<file path="src/rtl/rtc_pkg.sv">
package rtc_pkg;

   localparam int NFLD  = 8;
   localparam int F_SEC = 0;
   localparam int F_MIN = 1;
   localparam int F_HR  = 2;
   localparam int F_WDY = 3;
   localparam int F_DAT = 4;
   localparam int F_MON = 5;
   localparam int F_YR  = 6;
   localparam int F_CEN = 7;

   typedef logic [NFLD-1:0][7:0] tvec_t;

   // valid bits per field, century down to seconds
   localparam tvec_t FMASK = {8'hFF, 8'hFF, 8'h1F, 8'h3F, 8'h07, 8'h3F, 8'h7F, 8'h7F};

   // one BCD step: low nibble above 9 runs to F then wraps without carry
   function automatic logic [7:0] bcd_step(input logic [7:0] v, input logic [7:0] m);
      logic [3:0] lo;
      logic [3:0] hi;
      lo = v[3:0];
      hi = v[7:4];
      if (lo == 4'd9) begin
         lo = 4'd0;
         hi = hi + 4'd1;
      end else begin
         lo = lo + 4'd1;
      end
      return {hi, lo} & m;
   endfunction

   function automatic logic bcd_div4(input logic [7:0] v);
      logic [5:0] s;
      s = {1'b0, v[7:4], 1'b0} + {2'b00, v[3:0]};
      return (s[1:0] == 2'b00);
   endfunction

   function automatic logic is_leap(input logic [7:0] yr, input logic [7:0] cen);
      if (yr == 8'h00) return bcd_div4(cen);
      return bcd_div4(yr);
   endfunction

   function automatic logic [7:0] month_days(input logic [7:0] mon, input logic leap);
      case (mon)
         8'h02:                      return leap ? 8'h29 : 8'h28;
         8'h04, 8'h06, 8'h09, 8'h11: return 8'h30;
         default:                    return 8'h31;
      endcase
   endfunction

   function automatic tvec_t advance(input tvec_t t);
      tvec_t n;
      n = t;
      if (t[F_SEC] != 8'h59) n[F_SEC] = bcd_step(t[F_SEC], FMASK[F_SEC]);
      else begin
         n[F_SEC] = 8'h00;
         if (t[F_MIN] != 8'h59) n[F_MIN] = bcd_step(t[F_MIN], FMASK[F_MIN]);
         else begin
            n[F_MIN] = 8'h00;
            if (t[F_HR] != 8'h23) n[F_HR] = bcd_step(t[F_HR], FMASK[F_HR]);
            else begin
               n[F_HR]  = 8'h00;
               n[F_WDY] = (t[F_WDY] == 8'h07) ? 8'h01 : ((t[F_WDY] + 8'h01) & FMASK[F_WDY]);
               if (t[F_DAT] != month_days(t[F_MON], is_leap(t[F_YR], t[F_CEN])))
                  n[F_DAT] = bcd_step(t[F_DAT], FMASK[F_DAT]);
               else begin
                  n[F_DAT] = 8'h01;
                  if (t[F_MON] != 8'h12) n[F_MON] = bcd_step(t[F_MON], FMASK[F_MON]);
                  else begin
                     n[F_MON] = 8'h01;
                     if (t[F_YR] != 8'h99) n[F_YR] = bcd_step(t[F_YR], FMASK[F_YR]);
                     else begin
                        n[F_YR]  = 8'h00;
                        n[F_CEN] = (t[F_CEN] == 8'h99) ? 8'h00 : bcd_step(t[F_CEN], FMASK[F_CEN]);
                     end
                  end
               end
            end
         end
      end
      return n;
   endfunction

endpackage

</file>
<file path="src/rtl/rtc_advance.sv">
module rtc_advance
   import rtc_pkg::*;
(
   input  tvec_t cur,
   input  logic  step,
   output tvec_t nxt
);

   always_comb begin
      nxt = step ? advance(cur) : cur;
   end

   always_comb begin
      if (step && cur[F_WDY] == 8'h07 && cur[F_HR] == 8'h23 &&
          cur[F_MIN] == 8'h59 && cur[F_SEC] == 8'h59)
         AST_WDAY_WRAP: assert (nxt[F_WDY] == 8'h01);
   end

endmodule

</file>
<file path="src/rtl/rtc_counter.sv">
module rtc_counter
   import rtc_pkg::*;
#(
   parameter tvec_t RST_TIME = 64'h2000_0101_0100_0000
) (
   input  logic  clk,
   input  logic  rst_n,
   input  logic  tick,
   input  logic  load,
   input  tvec_t vis_i,
   output tvec_t cnt_q,
   output tvec_t cnt_d
);

   tvec_t src;

   assign src = load ? vis_i : cnt_q;

   rtc_advance u_adv (
      .cur  (src),
      .step (tick),
      .nxt  (cnt_d)
   );

   always_ff @(posedge clk or negedge rst_n) begin
      if (!rst_n) cnt_q <= RST_TIME & FMASK;
      else        cnt_q <= cnt_d;
   end

   AST_HOLD_NO_TICK: assert property (@(posedge clk) disable iff (!rst_n)
      (!tick && !load) |=> $stable(cnt_q));

   AST_LOAD_EXACT: assert property (@(posedge clk) disable iff (!rst_n)
      (load && !tick) |=> (cnt_q == $past(vis_i)));

   AST_SEC_WRAP: assert property (@(posedge clk) disable iff (!rst_n)
      (tick && !load && cnt_q[F_SEC] == 8'h59) |=> (cnt_q[F_SEC] == 8'h00));

endmodule

</file>
<file path="src/rtl/rtc_window.sv">
module rtc_window
   import rtc_pkg::*;
#(
   parameter int    ADDR_W   = 4,
   parameter int    DATA_W   = 8,
   parameter bit    READ_REG = 1'b1,
   parameter tvec_t RST_TIME = 64'h2000_0101_0100_0000
) (
   input  logic              clk,
   input  logic              rst_n,
   input  logic [ADDR_W-1:0] addr,
   input  logic [DATA_W-1:0] wdata,
   input  logic              we,
   input  logic              re,
   output logic [DATA_W-1:0] rdata,
   input  tvec_t             cnt_d_i,
   input  tvec_t             cnt_q_i,
   output tvec_t             vis_o,
   output logic              load_o
);

   localparam int NREG = 16;

   logic rd_q, wr_q, rd_d, wr_d, frz_d, we_flags;
   logic [DATA_W-1:0] mux;

   assign we_flags = we && (addr == ADDR_W'(0));
   assign rd_d     = we_flags ? wdata[0] : rd_q;
   assign wr_d     = we_flags ? wdata[1] : wr_q;
   assign frz_d    = rd_d | wr_d;
   assign load_o   = wr_q & ~wr_d;

   always_ff @(posedge clk or negedge rst_n) begin
      if (!rst_n) begin
         rd_q <= 1'b0;
         wr_q <= 1'b0;
      end else begin
         rd_q <= rd_d;
         wr_q <= wr_d;
      end
   end

   for (genvar i = 0; i < NFLD; i++) begin : g_fld
      logic [7:0] r;
      always_ff @(posedge clk or negedge rst_n) begin
         if (!rst_n)
            r <= RST_TIME[i] & FMASK[i];
         else if (!frz_d)
            r <= cnt_d_i[i];
         else if (wr_q && we && addr == ADDR_W'(i + 1))
            r <= wdata[7:0] & FMASK[i];
      end
      assign vis_o[i] = r;
   end

   always_comb begin
      mux = '0;
      if (addr == ADDR_W'(0)) mux = DATA_W'({wr_q, rd_q});
      for (int k = 0; k < NFLD; k++)
         if (addr == ADDR_W'(k + 1)) mux = DATA_W'(vis_o[k]);
      if (int'(addr) >= NREG) mux = '0;
   end

   if (READ_REG) begin : g_rreg
      logic [DATA_W-1:0] rq;
      always_ff @(posedge clk or negedge rst_n) begin
         if (!rst_n)  rq <= '0;
         else if (re) rq <= mux;
      end
      assign rdata = rq;
   end else begin : g_rcomb
      assign rdata = mux;
   end

   AST_FREEZE_STABLE: assert property (@(posedge clk) disable iff (!rst_n)
      (rd_q && !wr_q && !we_flags) |=> $stable(vis_o));

   AST_TRACK_LIVE: assert property (@(posedge clk) disable iff (!rst_n)
      (!rd_q && !wr_q && !we_flags) |=> (vis_o == cnt_q_i));

   AST_RELEASE_REFRESH: assert property (@(posedge clk) disable iff (!rst_n)
      (we_flags && !wdata[0] && !wdata[1]) |=> (vis_o == cnt_q_i));

   AST_NO_OPEN_WRITE: assert property (@(posedge clk) disable iff (!rst_n)
      (rd_q && !wr_q && we && !we_flags) |=> $stable(vis_o));

endmodule

</file>
<file path="src/rtl/bcd_rtc.sv">
module bcd_rtc
   import rtc_pkg::*;
#(
   parameter int    ADDR_W   = 4,
   parameter int    DATA_W   = 8,
   parameter bit    READ_REG = 1'b1,
   parameter tvec_t RST_TIME = 64'h2000_0101_0100_0000
) (
   input  logic              clk,
   input  logic              rst_n,
   input  logic              sec_tick,
   input  logic [ADDR_W-1:0] bus_addr,
   input  logic [DATA_W-1:0] bus_wdata,
   input  logic              bus_we,
   input  logic              bus_re,
   output logic [DATA_W-1:0] bus_rdata
);

   if (ADDR_W < 4) begin : g_bad_addr
      $error("bcd_rtc: ADDR_W must cover 16 registers");
   end
   if (DATA_W != 8) begin : g_bad_data
      $error("bcd_rtc: DATA_W must be 8");
   end

   tvec_t cnt_q, cnt_d, vis;
   logic  load;

   rtc_window #(
      .ADDR_W   (ADDR_W),
      .DATA_W   (DATA_W),
      .READ_REG (READ_REG),
      .RST_TIME (RST_TIME)
   ) u_win (
      .clk     (clk),
      .rst_n   (rst_n),
      .addr    (bus_addr),
      .wdata   (bus_wdata),
      .we      (bus_we),
      .re      (bus_re),
      .rdata   (bus_rdata),
      .cnt_d_i (cnt_d),
      .cnt_q_i (cnt_q),
      .vis_o   (vis),
      .load_o  (load)
   );

   rtc_counter #(
      .RST_TIME (RST_TIME)
   ) u_cnt (
      .clk   (clk),
      .rst_n (rst_n),
      .tick  (sec_tick),
      .load  (load),
      .vis_i (vis),
      .cnt_q (cnt_q),
      .cnt_d (cnt_d)
   );

endmodule

</file>
<file path="config.mk">
export PLATFORM = sky130hd
export DESIGN_NAME = bcd_rtc
export DESIGN_NICKNAME = d
export VERILOG_FILES = /design/src/rtl/rtc_pkg.sv /design/src/rtl/rtc_advance.sv /design/src/rtl/rtc_counter.sv /design/src/rtl/rtc_window.sv /design/src/rtl/bcd_rtc.sv
export SDC_FILE = /design/constraint.sdc
export NUM_CORES = 1
export LEC_CHECK = 0
export BUFFER_PORTS_ARGS = -buffer_cell sky130_fd_sc_hd__buf_2
export CAP_MARGIN = 20
export CORE_MARGIN = 5
export CORE_UTILIZATION = 50
export DETAILED_ROUTE_END_ITERATION = 10
export MAX_ROUTING_LAYER = met4
export PLACE_DENSITY = 0.75
export SYNTH_ARGS = -nofsm -noshare
export SYNTH_HDL_FRONTEND = slang
export SYNTH_SLANG_ARGS = --single-unit
</file>
<file path="constraint.sdc">
create_clock -name clk -period 7.17 [get_ports clk]
set_input_delay 0.3585 -clock clk [delete_from_list [all_inputs] [get_ports clk]]
set_output_delay 0.3585 -clock clk [all_outputs]
set_load 0.05 [all_outputs]
</file>
==> qor.yml, run 1 <==
status:
  status: "finished clean"
global_route:
  grt_busiest_layer: "met2"
  grt_max_degree: 76
  gr-total-overflow: 0
  grt_pass1_vias: 7337
  antenna_found_initial: 0
  grt_use_met2_pct: 39.4
  grt_pass1_wl_um: 40900
  global_route.usage.met3_pct: 6.72
  grt.total_usage_pct: 26.8
  grt_use_met1_pct: 35.5
routing:
  initialDrtViolationCount: 964
  post-route-drc-count: 0
  dr.pass1.iters: 6
  ant_nets: 0
  drt_wl_total_um: 25700
  vias_per_cell: 6.35
  num_vias: 7649
  wl_per_cell_um: 21.3
cts:
  cts_tree: "done"
  cts.root.buffer_cell: "clkbuf_16"
  clkSinkCount: 138
  postCtsHoldBufs: 1
  cts_setup_buffers: 0
  clk_latency_ps: 440
  clkTransAtPathRegs_ps: 60
  cts_buffer_depth: 2
  numCtsBuffers: 17
  cts.htree.levels: 4
  cts_resized: 0
sta:
  rsz0062_at_grt: "no"
  setup-violations-final: 0
  finalCriticalPeriod_ps: 5720
  worstMarginPinSlew_ps: 1070
  max-slew-margin-rel_pct: 28.0
  tns_ps: 0
  whs_ps: 241
  fin_ws_ps: 1450
  fin_crit_sh_pct: 79.7
  finalMaxSlewViolations: 0
  fmax_mhz: 175
  clock_skew_ps: 10.1
  hold_viol: 0
hold_path:
  hp-class: "in2reg"
critical_path:
  arrival_ps: 6100
  cp.required_ps: 7550
  critPathCaptureType: "register"
  criticalPathCategory: "reg2reg"
  crit_path_start_kind: "register"
  crit_path_max_fanout: 30
final_layout:
  fin_util_pct: 56.1
  finalNonFillerCells: 1205
  final_layout_size_suffix_gt1_share_pct: 12.1
  nNetsFinal: 997
  seqCellArea_um2: 3460
  multi_input_area_um2: 4970
  diodes: 0
  syn2layout_area_growth_pct: 10.9
  fill_cells: 1481
floorplan:
  fp-row-count: 48
  core_um2: 17200
  pin_count: 25
  die-area_um2: 20200
  start_util_pct: 50.6
  dieWidth_um: 142
  die_y_um: 142
power_and_ir_drop:
  vdd_drop_max_mv: 0.193
  power_leakage_nw: 4.46
  power.density_nw_per_um2: 254
placement:
  port_buffers: 24
  place_congestion: 1.01
  post-dp-hpwl_um: 17800
  dp_slack_ps: 1410
  dp.cells: 1172
synth:
  ys.flop_type: "dfrtp_1"
  syn_avg_cell_area_um2: 8.99
  yosysSeqAreaShare_pct: 39.7
  syn_nets: 1001
  ys_async_sr_fraction_pct: 100
  synth_cells: 971
  yosysWarnings: 0
  syn_area_um2: 8730
  synth_edf_count: 0
  synth_cell_types: 70
  ys_seq_elements: 138
flow_run:
  drv_cap: 0
layer usage:
metal  up-vias  wire (um)
met2       366      11600
li1       3523          -
met5         -          0
met4         0        964
met1      3682      10800
met3        78       2250
worst max-delay path, cell delays in order (launching register included):
cell,delay (ps)
dfrtp_1,430
nor4bb_4,940
nand2_4,500
mux2i_1,340
ha_1,270
nand4b_1,120
a2111o_1,310
a22oi_1,430
nand2_1,550
or4b_2,780
a311oi_1,490
mux2i_1,320
a21o_1,150
path summary, 6_finish.rpt:
kind	startpoint	end	slack (ps)	depth (start not counted)
max	u_win.wr_q$_DFF_PN0_	u_win.g_fld[7].r[5]$_DFFE_PN1P_	1450	12
min	sec_tick	u_cnt.cnt_q[7]$_DFF_PN0_	240	2
max reg2reg	u_win.wr_q$_DFF_PN0_	u_win.g_fld[7].r[5]$_DFFE_PN1P_	1450	12
min reg2reg	u_win.rdata[3]$_DFFE_PN0P_	u_win.rdata[3]$_DFFE_PN0P_	520	2
max in group asynchronous	rst_n	u_win.rdata[6]$_DFFE_PN0P_	5310	3
min in group asynchronous	rst_n	u_win.g_fld[0].r[3]$_DFFE_PN0P_	480	2
synthesized netlist by cell type, drive strengths merged (4+ instances only):
| library cell | n | area [um2] |
|---|---|---|
| a21o | 17 | 128 |
| nand4 | 12 | 75.1 |
| o31ai | 16 | 120 |
| xnor2 | 13 | 114 |
| and3 | 6 | 37.5 |
| and2 | 5 | 31.3 |
| mux4 | 5 | 113 |
| a211oi | 9 | 67.6 |
| xor2 | 13 | 114 |
| o21a | 6 | 45.0 |
| a311oi | 8 | 93.8 |
| nand3b | 7 | 52.6 |
| nor2b | 15 | 93.8 |
| mux2 | 24 | 270 |
| o22ai | 5 | 31.3 |
| a21boi | 4 | 30.0 |
| nor3 | 16 | 80.1 |
| nand2b | 16 | 100 |
| a31oi | 18 | 113 |
| o21ai | 37 | 185 |
| inv | 22 | 82.6 |
| a22oi | 9 | 67.6 |
| o31a | 4 | 35.0 |
| a22o | 10 | 87.6 |
| a221oi | 4 | 35.0 |
| nor2 | 99 | 372 |
| nor4 | 9 | 56.3 |
| a31o | 4 | 35.0 |
| nand2 | 128 | 480 |
| nand3 | 21 | 105 |
| dfstp | 8 | 210 |
| or2 | 4 | 25.0 |
| or3 | 5 | 31.3 |
| mux2i | 79 | 791 |
| buf | 20 | 101 |
| clkbuf | 40 | 150 |
| dfrtp | 130 | 3250 |
| o211ai | 5 | 37.5 |
| ha | 13 | 163 |
| a21oi | 61 | 305 |
| nor4b | 5 | 43.8 |
| nor3b | 5 | 37.5 |
stage by stage:
stage | power, mW | cell area (um2)
6_report | 2.46 | 9670
5_1_grt | 2.56 | 9670
4_1_cts | 2.46 | 9670
3_5_place_dp | 1.47 | 9010
3_3_place_gp | 1.47 | 9010
2_1_floorplan | 1.30 | 8730
sequential cells by signal, summed over array words and instances, names as in the netlist:
register,cells
u_cnt.cnt_q,64
u_win.g_fld.r,64
u_win.rd_q,1
u_win.wr_q,1
u_win.rdata,8
final cells by class:
type	instances	area share, %
inverter	22	0.854
sequential	138	35.8
timing repair buffer	37	2.34
tap	225	2.91
multi-input combinational	751	51.4
clock inverter	7	1.69
clock buffer	25	5.02
power by group:
part | leakage, nW | internal, mW | switching (mW)
clock | 0.316 | 0.645 | 0.342
sequential | 1.81 | 0.868 | 0.123
combinational | 2.33 | 0.179 | 0.304
cell usage in the layout (no fill, tap or decap), drive strengths merged, types with 10 or more instances in the layout:
cell | synthesis | layout
nand2b | 16 | 16
mux2i | 79 | 79
ha | 13 | 13
a31oi | 18 | 18
o31ai | 16 | 16
nor2 | 99 | 99
nor2b | 15 | 15
dfrtp | 130 | 130
nand4 | 12 | 12
xor2 | 13 | 13
clkbuf | 40 | 25
o21ai | 37 | 37
a21oi | 61 | 61
nand3 | 21 | 21
nor3 | 16 | 16
a21o | 17 | 17
inv | 22 | 22
nand2 | 128 | 128
buf | 20 | 36
mux2 | 24 | 24
xnor2 | 13 | 13
a22o | 10 | 10
cell families after synthesis:
| kind of cell | after synthesis | synth area share (%) |
|---|---|---|
| fa+ha+maj | 13 | 1.86 |
| simple gates | 367 | 20.2 |
| flops | 138 | 39.7 |
| buf+inv | 82 | 3.83 |
| compound gates | 237 | 18.4 |
| mux | 108 | 13.5 |
| xor+xnor | 26 | 2.61 |
Power figures use the tool's default switching activity.
==> run 2: changes to the inputs <==
Settings changed: PLACE_DENSITY 0.75 to 0.78.
Clock period 7.17 ns to 5 ns, I/O delays scaled along.
==> qor.yml, run 2 (synthesis results as in run 1) <==
status:
  status: "finished clean"
power_and_ir_drop:
  intPower_mw: 2.34  # +38%
  pwr-share-seq_pct: 40.9  # +0.7 points
  switching_share_pct: 32.0  # +0.78 points
  power.density_nw_per_um2: 355  # +39%
  power_leakage_nw: 4.49  # +0.62%
  vdd_drop_max_mv: 0.250  # +30%
  power_switching_mw: 1.10  # +44%
  combPwrFrac_pct: 20.6  # +0.9 points
  clockPowerShare_pct: 38.5  # -1.6 points
cts:
  clk_latency_ps: 430  # about the same
  cts.htree.levels: 4  # unchanged
  numCtsBuffers: 17  # unchanged
  cts_tree: "done"
  cts_buffer_depth: 2  # unchanged
  clkSinkCount: 138  # unchanged
  clkTransAtPathRegs_ps: 60  # about the same
  cts_setup_buffers: 0  # unchanged
  cts.root.buffer_cell: "clkbuf_16"
placement:
  place_area_um2: 9090  # +0.83%
  port_buffers: 24  # unchanged
  post-dp-hpwl_um: 17600  # -1.1%
  place_congestion: 1.01  # about the same
routing:
  wl_met2_um: 11500  # -0.79%
  vias_per_cell: 6.50  # +2.3%
  wl_per_cell_um: 20.9  # -1.7%
  post-route-drc-count: 0  # unchanged
  dr.pass1.iters: 6  # unchanged
  drt_wl_total_um: 25500  # -0.72%
  met3_length_um: 2610  # +16%
  maxUsedRoutingLayer: "met4"
  wl_met1_um: 10500  # -2.8%
  initialDrtViolationCount: 943  # -2.2%
  num_vias: 7905  # +3.3%
  ant_nets: 0  # unchanged
final_layout:
  fin_util_pct: 56.4  # +0.25 points
  mostFrequentLayoutCells: "dfrtp_1 (130), nand2_1 (127), nor2_1 (97)"
  syn2layout_area_growth_pct: 11.4
  nNetsFinal: 1007  # +1.0%
  final_layout_size_suffix_gt1_share_pct: 13.2  # +1.1 points
  design_area_um2: 9720  # +0.45%
  layout_commonest_cell: "dfrtp_1"
global_route:
  gr-total-overflow: 0  # unchanged
  antenna_found_initial: 1  # +1
  grt_max_degree: 81  # +6.6%
  grt_pass1_vias: 7560  # +3.0%
  grt.total_usage_pct: 26.8  # about the same
  grt_pass1_wl_um: 41500  # +1.5%
critical_path:
  critPathTopFamily: "simple AND/OR/NAND/NOR gates"
  crit_path_start_kind: "register"
  slowest_delay_ps: 730  # -210 ps
  worstPathCellList: "nor4bb_4 -> nand2_4 -> mux2i_1 -> ha_1 -> nand4b_1 -> a2111o_1 -> a22oi_1 -> nand2_1 -> or4b_2 -> a311oi_1 -> mux2i_1 -> a21o_1"
  reg2regPathDepth: 12  # unchanged
  cp.required_ps: 5370  # -2180 ps
  criticalPathCategory: "reg2reg"
  crit_buf_inv: 0  # unchanged
  rrSetupSlack_ps: 350  # -1100 ps
  critPathCaptureType: "register"
  crit_path_max_fanout: 18  # -40%
  crit-reg2reg-launch: "u_win.wr_q$_DFF_PN0_"
  critPathMostFrequentCell: "mux2i_1"
  r2r-end: "u_win.g_fld[7].r[4]$_DFFE_PN0P_"
  arrival_ps: 5020  # -1080 ps
  critPathSlowestCell: "or4b_2"
sta:
  finalCriticalPeriod_ps: 4650  # -1070 ps
  clock_skew_ps: 11.8  # +1.74 ps
  fmax_mhz: 215  # +23%
  max-slew-margin-rel_pct: 26.7  # -1.3 points
  whs_ps: 120  # -121 ps
  hold_viol: 0  # unchanged
  setup-violations-final: 0  # unchanged
  rsz0062_at_grt: "no"
  tns_ps: 0  # unchanged
  finalMaxSlewViolations: 0  # unchanged
  fin_crit_sh_pct: 93.0  # +13 points
  worstMarginPinSlew_ps: 1100  # +22.8 ps
hold_path:
  holdPathEnd: "u_cnt.cnt_q[7]$_DFF_PN0_"
  hp-start: "sec_tick"
  whs_path_depth: 2  # unchanged
  hp-class: "in2reg"
floorplan:
  die-area_um2: 20200  # unchanged
  dieWidth_um: 142  # unchanged
  pin_count: 25  # unchanged
  fp-row-count: 48  # unchanged
  start_util_pct: 50.6  # unchanged
  core_um2: 17200  # unchanged
  die_y_um: 142  # unchanged
flow_run:
  drv_cap: 0  # unchanged
[run 2: changes by cell type in the layout (fill, tap and decap cells not counted), sizes merged]
cell	delta
bufinv	-1
inv	+1
clkbuf	-5
clkinv	+3
buf	+10
diode	+2
clkinvlp	+2
[run 2: worst max path at each step]
stage / start / to / slack [ps] / depth (start not counted)
6_report: u_win.wr_q$_DFF_PN0_ / u_win.g_fld[7].r[4]$_DFFE_PN0P_ / 350 / 12
4_1_cts: u_win.wr_q$_DFF_PN0_ / u_win.g_fld[7].r[4]$_DFFE_PN0P_ / 460 / 12
5_1_grt: u_win.wr_q$_DFF_PN0_ / u_win.g_fld[7].r[4]$_DFFE_PN0P_ / 170 / 12
3_5_place_dp: bus_addr[2] / u_win.g_fld[7].r[4]$_DFFE_PN0P_ / 450 / 13
3_3_place_gp: bus_addr[2] / u_win.g_fld[7].r[5]$_DFFE_PN1P_ / 610 / 13
2_1_floorplan: u_win.wr_q$_DFF_PN0_ / u_win.g_fld[7].r[5]$_DFFE_PN1P_ / 100 / 19
[run 2: worst register-to-register path: stages, from the launching register on]
cell	delay (ps)
dfrtp_1	430
nor4bb_4	390
nand2_4	230
mux2i_1	290
ha_1	260
nand4b_1	120
a2111o_1	330
a22oi_1	490
nand2_1	420
or4b_2	730
a311oi_1	460
mux2i_1	300
a21o_1	140
[run 2: area by class of cell]
class,instances,area (um2)
fillers,1509,7520
multi-input cells,751,4970
flip-flops and latches,138,3460
clock buffers,20,437
repair buffers,47,302
well taps,225,282
clock inverters,12,176
inverters,22,82.6
diodes,2,5.00
[run 2: per-layer routing]
metal / vias to the layer above / global-route usage, %
met5: - / -
met4: 0 / 9.19
met3: 89 / 6.18
met2: 413 / 39.6
met1: 3859 / 36.4
li1: 3544 / -
[run 2: through the flow]
step	total power, mW	std cells	setup slack [ps]
floorplan	1.87	971	97.6
global placement	2.09	1182	612
detailed placement	2.11	1182	452
CTS	3.44	1215	458
global route	3.59	1216	166
finish	3.45	1217	348
[run 2: timing repair]
action,CTS,global route
hold buffers,1,0
resized for setup,0,0
endpoints found under the hold margin,73,0
[run 2: power by group through the flow]
stage / Combinational, mW / Sequential, mW / Clock (mW)
6_report: 0.711 / 1.41 / 1.33
5_1_grt: 0.775 / 1.42 / 1.39
4_1_cts: 0.699 / 1.40 / 1.34
3_5_place_dp: 0.690 / 1.42 / 0
3_3_place_gp: 0.670 / 1.42 / 0
2_1_floorplan: 0.496 / 1.37 / 0
